$ cat src/rtl/ctag_pkg.sv
package ctag_pkg;

    // Width of an index over n items; never below one bit.
    function automatic int idx_width(input int n);
        return (n > 1) ? $clog2(n) : 1;
    endfunction

    typedef enum logic {
        ACC_READ  = 1'b0,
        ACC_WRITE = 1'b1
    } acc_kind_e;

endpackage

$ cat src/rtl/ctag_addr_split.sv
module ctag_addr_split #(
    parameter int ADDR_W    = 16,
    parameter int BLK_CELLS = 2,
    parameter int SETS      = 4,
    parameter int SET_W     = 2,
    parameter int TAG_W     = 13
) (
    input  logic [ADDR_W-1:0] addr,
    output logic [SET_W-1:0]  set_idx,
    output logic [TAG_W-1:0]  tag
);
    localparam int OFF_W = $clog2(BLK_CELLS);
    localparam int IDX_W = $clog2(SETS);

    generate
        if (IDX_W == 0) begin : g_single_set
            assign set_idx = '0;
        end else begin : g_multi_set
            assign set_idx = addr[OFF_W +: IDX_W];
        end
    endgenerate

    assign tag = addr[ADDR_W-1 -: TAG_W];
endmodule

$ cat src/rtl/ctag_way_match.sv
module ctag_way_match #(
    parameter int WAYS  = 2,
    parameter int TAG_W = 13,
    parameter int AGE_W = 1
) (
    input  logic [WAYS-1:0]             way_vld,
    input  logic [WAYS-1:0][TAG_W-1:0]  way_tag,
    input  logic [WAYS-1:0][AGE_W-1:0]  way_age,
    input  logic [TAG_W-1:0]            look_tag,
    output logic                        found,
    output logic [AGE_W-1:0]            found_way,
    output logic [AGE_W-1:0]            victim_way
);
    logic [WAYS-1:0] match;
    logic [WAYS-1:0] oldest;

    generate
        for (genvar w = 0; w < WAYS; w++) begin : g_way
            assign match[w]  = way_vld[w] && (way_tag[w] == look_tag);
            assign oldest[w] = (way_age[w] == AGE_W'(WAYS - 1));
        end
    endgenerate

    always_comb begin
        found      = 1'b0;
        found_way  = '0;
        for (int w = WAYS - 1; w >= 0; w--) begin
            if (match[w]) begin
                found     = 1'b1;
                found_way = AGE_W'(w);
            end
        end
    end

    // Empty way first (lowest index), otherwise the oldest one.
    always_comb begin
        logic have_free;
        have_free  = 1'b0;
        victim_way = '0;
        for (int w = WAYS - 1; w >= 0; w--) begin
            if (oldest[w]) victim_way = AGE_W'(w);
        end
        for (int w = WAYS - 1; w >= 0; w--) begin
            if (!way_vld[w]) begin
                have_free  = 1'b1;
                victim_way = AGE_W'(w);
            end
        end
    end
endmodule

$ cat src/rtl/ctag_age_update.sv
module ctag_age_update #(
    parameter int WAYS  = 2,
    parameter int AGE_W = 1
) (
    input  logic [WAYS-1:0][AGE_W-1:0] age_in,
    input  logic [AGE_W-1:0]           touch_way,
    output logic [WAYS-1:0][AGE_W-1:0] age_out
);
    logic [AGE_W-1:0] touch_age;

    always_comb begin
        touch_age = '0;
        for (int w = 0; w < WAYS; w++) begin
            if (touch_way == AGE_W'(w)) touch_age = age_in[w];
        end
        for (int w = 0; w < WAYS; w++) begin
            if (touch_way == AGE_W'(w)) begin
                age_out[w] = '0;
            end else if (age_in[w] < touch_age) begin
                age_out[w] = age_in[w] + AGE_W'(1);
            end else begin
                age_out[w] = age_in[w];
            end
        end
    end
endmodule

$ cat src/rtl/ctag_unit.sv
module ctag_unit
    import ctag_pkg::*;
#(
    parameter int ADDR_W     = 16,
    parameter int WAYS       = 2,
    parameter int BLK_CELLS  = 2,
    parameter int SIZE_CELLS = 16,
    localparam int SETS  = SIZE_CELLS / (WAYS * BLK_CELLS),
    localparam int SET_W = idx_width(SETS),
    localparam int AGE_W = idx_width(WAYS),
    localparam int TAG_W = ADDR_W - $clog2(BLK_CELLS) - $clog2(SETS)
) (
    input  logic              clk,
    input  logic              rst_n,
    input  logic              acc_valid,
    input  logic              acc_write,
    input  logic [ADDR_W-1:0] acc_addr,
    output logic              res_done,
    output logic              res_hit,
    output logic [SET_W-1:0]  res_set
);
    typedef struct packed {
        logic [SETS-1:0][WAYS-1:0]             vld;
        logic [SETS-1:0][WAYS-1:0][TAG_W-1:0]  tag;
        logic [SETS-1:0][WAYS-1:0][AGE_W-1:0]  age;
        logic                                  done;
        logic                                  hit;
        logic [SET_W-1:0]                      set;
    } state_t;

    state_t st_d, st_q, st_rst;

    logic [SET_W-1:0]           set_idx;
    logic [TAG_W-1:0]           look_tag;
    logic                       found;
    logic [AGE_W-1:0]           found_way, victim_way, touch_way;
    logic [WAYS-1:0]            sel_vld;
    logic [WAYS-1:0][TAG_W-1:0] sel_tag;
    logic [WAYS-1:0][AGE_W-1:0] sel_age, new_age;
    acc_kind_e                  kind;

    ctag_addr_split #(
        .ADDR_W(ADDR_W), .BLK_CELLS(BLK_CELLS), .SETS(SETS),
        .SET_W(SET_W), .TAG_W(TAG_W)
    ) u_split (
        .addr(acc_addr), .set_idx(set_idx), .tag(look_tag)
    );

    assign sel_vld = st_q.vld[set_idx];
    assign sel_tag = st_q.tag[set_idx];
    assign sel_age = st_q.age[set_idx];

    ctag_way_match #(.WAYS(WAYS), .TAG_W(TAG_W), .AGE_W(AGE_W)) u_match (
        .way_vld(sel_vld), .way_tag(sel_tag), .way_age(sel_age),
        .look_tag(look_tag), .found(found), .found_way(found_way),
        .victim_way(victim_way)
    );

    assign touch_way = found ? found_way : victim_way;

    ctag_age_update #(.WAYS(WAYS), .AGE_W(AGE_W)) u_age (
        .age_in(sel_age), .touch_way(touch_way), .age_out(new_age)
    );

    // Reset image: all ways empty, ages form a permutation 0..WAYS-1.
    always_comb begin
        st_rst = '0;
        for (int s = 0; s < SETS; s++) begin
            for (int w = 0; w < WAYS; w++) begin
                st_rst.age[s][w] = AGE_W'(w);
            end
        end
    end

    always_comb begin
        kind      = acc_kind_e'(acc_write);
        st_d      = st_q;
        st_d.done = acc_valid;
        st_d.hit  = 1'b0;
        if (acc_valid) begin
            st_d.set = set_idx;
            st_d.hit = found && (kind == ACC_READ);
            st_d.vld[set_idx][touch_way] = 1'b1;
            st_d.tag[set_idx][touch_way] = look_tag;
            st_d.age[set_idx]            = new_age;
        end
    end

    always_ff @(posedge clk) begin
        if (!rst_n) st_q <= st_rst;
        else        st_q <= st_d;
    end

    assign res_done = st_q.done;
    assign res_hit  = st_q.hit;
    assign res_set  = st_q.set;
endmodule

$ cat config.mk
export PLATFORM = sky130hd
export DESIGN_NAME = ctag_unit
export DESIGN_NICKNAME = d
export VERILOG_FILES = /design/src/rtl/ctag_pkg.sv /design/src/rtl/ctag_addr_split.sv /design/src/rtl/ctag_way_match.sv /design/src/rtl/ctag_age_update.sv /design/src/rtl/ctag_unit.sv
export SDC_FILE = /design/constraint.sdc
export NUM_CORES = 1
export LEC_CHECK = 0
export ABC_AREA = 1
export BUFFER_PORTS_ARGS = -buffer_cell sky130_fd_sc_hd__buf_4
export CAP_MARGIN = 0
export CELL_PAD_IN_SITES_DETAIL_PLACEMENT = 1
export CELL_PAD_IN_SITES_GLOBAL_PLACEMENT = 1
export CORE_ASPECT_RATIO = 2
export CORE_UTILIZATION = 43
export DETAILED_ROUTE_END_ITERATION = 8
export GPL_TIMING_DRIVEN = 0
export PLACE_DENSITY = 0.85
export SYNTH_ARGS = -nofsm -noshare
export SYNTH_HDL_FRONTEND = slang
export SYNTH_SLANG_ARGS = --single-unit
$ cat constraint.sdc
create_clock -name clk -period 2.1 [get_ports clk]
set_input_delay 0.21 -clock clk [delete_from_list [all_inputs] [get_ports clk]]
set_output_delay 0.21 -clock clk [all_outputs]
set_load 0.005 [all_outputs]
==> flow_metrics.env <==
export IMPL_outcome="complete, but fails checks"
export IMPL_violations="negative setup slack"
export IMPL_power_density_nw_per_um2=809
export IMPL_r2r_end="st_q[91]$_SDFFE_PN0P_"
export IMPL_hold_path_cell_count=3
export IMPL_grtUsageMet3_pct=11.2
export IMPL_core_area_um2=14800
export IMPL_yosys_warnings=0
export IMPL_initial_core_util_pct=43.9
export IMPL_setup_slack_ps=-260
export IMPL_period_needed_ps=2360
export IMPL_dieArea_um2=15700
export IMPL_final_max_slew_viol_count=0
export IMPL_tritoncts="done"
export IMPL_ir_drop_mv=0.693
export IMPL_routed_via_density=6.01
export IMPL_root_buffer="clkbuf_16"
export IMPL_postLayoutCoreUtil_pct=58.9
export IMPL_place_area_um2=6890
export IMPL_fmax_mhz=424
export IMPL_path_class="flip-flop to flip-flop"
export IMPL_num_antenna_cells=0
export IMPL_grt_pass1_vias=7781
export IMPL_grt_busiest_layer="met2"
export IMPL_crit_path_end_kind="flip-flop"
export IMPL_yosysSeqAreaShare_pct=38.2
export IMPL_place_gp_congestion=0.938
export IMPL_grtUsageMet1_pct=35.6
export IMPL_vias=8131
export IMPL_tns_ps=-15380
export IMPL_final_common_cell="nand2_1"
export IMPL_synth_distinct_cells=21
export IMPL_finalSetupViolCount=116
export IMPL_hold_path_class="input port to flip-flop"
export IMPL_drt_iter0_markers=843
export IMPL_dpl_hpwl_um=19000
export IMPL_grt_util_all_layers_pct=38.2
export IMPL_grt_pass1_wl_um=42600
export IMPL_num_rows=63
export IMPL_regToRegStartpoint="st_q[18]$_SDFFE_PN0P_"
export IMPL_fp_dieW_um=89.0
export IMPL_htreeDepth=4
export IMPL_postSynthAreaPerCell_um2=6.03
export IMPL_drtPass1Iterations=6
export IMPL_drc=0
export IMPL_crit_path_start="st_q[18]$_SDFFE_PN0P_"
export IMPL_worstMarginPinSlew_ps=960
export IMPL_io_buffers=19
export IMPL_insertion_delay_ps=460
export IMPL_min_from="acc_valid"
export IMPL_finalCritPeriodShare_pct=112
export IMPL_globalRouteMet2Util_pct=63.3
export IMPL_grt_max_degree=17
export IMPL_stdcell_count=1353
export IMPL_skew_ps=13.5
export IMPL_min_to="res_done$_SDFF_PN0_"
export IMPL_final_nets=1166
export IMPL_slew_headroom_pct=36.0
export IMPL_hold_viol=0
export IMPL_layout_common_cells="nand2_1, nor2_1, dfxtp_1"
export IMPL_grt_ovfl_total=0
export IMPL_drtAntennaViolNets=0
export IMPL_cts_buffers=17
export IMPL_clockBufferDepth=2
export IMPL_rsz0062_at_grt="yes"
export IMPL_worstPathRequired_ps=2460
export IMPL_cts_clk_slew_worst_paths_ps=70
export IMPL_antenna_found_initial=0
export IMPL_syn_cell_area_um2=6500
export IMPL_area_delta_synth_final_pct=34.1
export IMPL_rrSetupSlack_ps=-260
export IMPL_hold_ws_ps=9.21
export IMPL_die_h_um=176
export IMPL_wl_per_cell_um=25.7
export IMPL_critPathMaxFanout=10
export IMPL_dp_cells=1292
export IMPL_max_cap_viol_count=0
export IMPL_synth_fp_nets=1098
export IMPL_final_cell_area_um2=8720
export IMPL_arrival_ps=2720
export IMPL_cts_sinks=124
export IMPL_drive_gt1_share_pct=23.6
export IMPL_reg2reg_depth=14
export IMPL_ys_seq_elements=124
export IMPL_syn_inst=1078
export IMPL_p_leak_nw=4.23
export IMPL_wl_um=34700
export IMPL_ios=24
export IMPL_critPathLaunchType="flip-flop"
[synth_stat cells, drive strengths merged]
cell type    n  share of area [%]
o21ai       11               0.85
nand3       91                7.3
clkbuf      21                1.2
nor2       190                 11
nand2      431                 25
nand4        1              0.096
buf         44                4.9
inv         83                4.8
dfxtp      124                 38
a211oi       2               0.23
a22oi        3               0.35
a21oi       77                5.9
[routing by layer]
| metal | wire, µm | vias up |
|---|---|---|
| li1 | - | 3442 |
| met1 | 11100 | 3898 |
| met2 | 16500 | 521 |
| met3 | 3300 | 270 |
| met4 | 3810 | 0 |
| met5 | 0 | - |
[flip-flops by register name, indices dropped and copies added (netlist names)]
register / flops
res_hit: 1
res_set: 2
res_done: 1
st_q: 120
[cells by family after synthesis]
kind of cell	Yosys count	share of synthesized area (%)
AND/OR/NAND/NOR	713	43.6
buffers and inverters	148	10.9
flip-flops	124	38.2
AO/OA/AOI/OAI	93	7.35
[through the flow]
| stage | worst slack (ps) | total power [mW] |
|---|---|---|
| 3_5_place_dp | -547 | 3.27 |
| 2_1_floorplan | 174 | 2.98 |
| 5_1_grt | -304 | 7.18 |
| 4_1_cts | 1.87 | 6.66 |
| 3_3_place_gp | -480 | 3.24 |
| 6_report | -260 | 7.06 |
[what timing repair did]
item | 4_1_cts | 5_1_grt
hold buffers | 1 | 0
hold endpoints to repair | 1 | 0
pin swaps | 6 | 57
endpoints found under the setup margin | 116 | 120
buffers inserted | 8 | 13
resized for setup | 24 | 188
gates cloned | 0 | 8
[critical path, cell delays in order (launching register included)]
cell     delay (ps)
dfxtp_1         360
nand2_1          70
nand2_1         140
nand2_4         120
nand3_1         150
nand2_2          80
nor2_4          210
nand2_1         100
nor2_2          160
nand2_4         120
nand2_8         110
buf_12          160
buf_8           180
a21oi_1          90
nor2_1          200
[layout make-up]
class,count,area (µm²)
Fill cell,2011,6090
Multi-Input combinational cell,806,3930
Sequential cell,124,2490
Timing Repair Buffer,49,543
Buffer,65,533
Clock buffer,17,425
Inverter,83,312
Clock inverter,14,244
Tap cell,195,244
[report_power, final]
part / switching [mW] / total (mW) / internal (mW)
combinational: 0.706 / 1.04 / 0.339
clock: 1.28 / 3.51 / 2.22
sequential: 0.0658 / 2.51 / 2.44
[how the worst max path moves through the flow]
| stage | end | slack [ps] | cells after the start |
|---|---|---|---|
| final | st_q[91]$_SDFFE_PN0P_ | -260 | 14 |
| after global routing | st_q[91]$_SDFFE_PN0P_ | -300 | 15 |
| after CTS | st_q[74]$_SDFFE_PN0P_ | 2 | 16 |
| after detailed placement | st_q[60]$_SDFFE_PN0P_ | -550 | 17 |
| after global placement | st_q[109]$_SDFFE_PN0P_ | -480 | 17 |
| after floorplan | st_q[17]$_SDFFE_PN0P_ | 170 | 18 |
(Power assumes the default switching activity.)
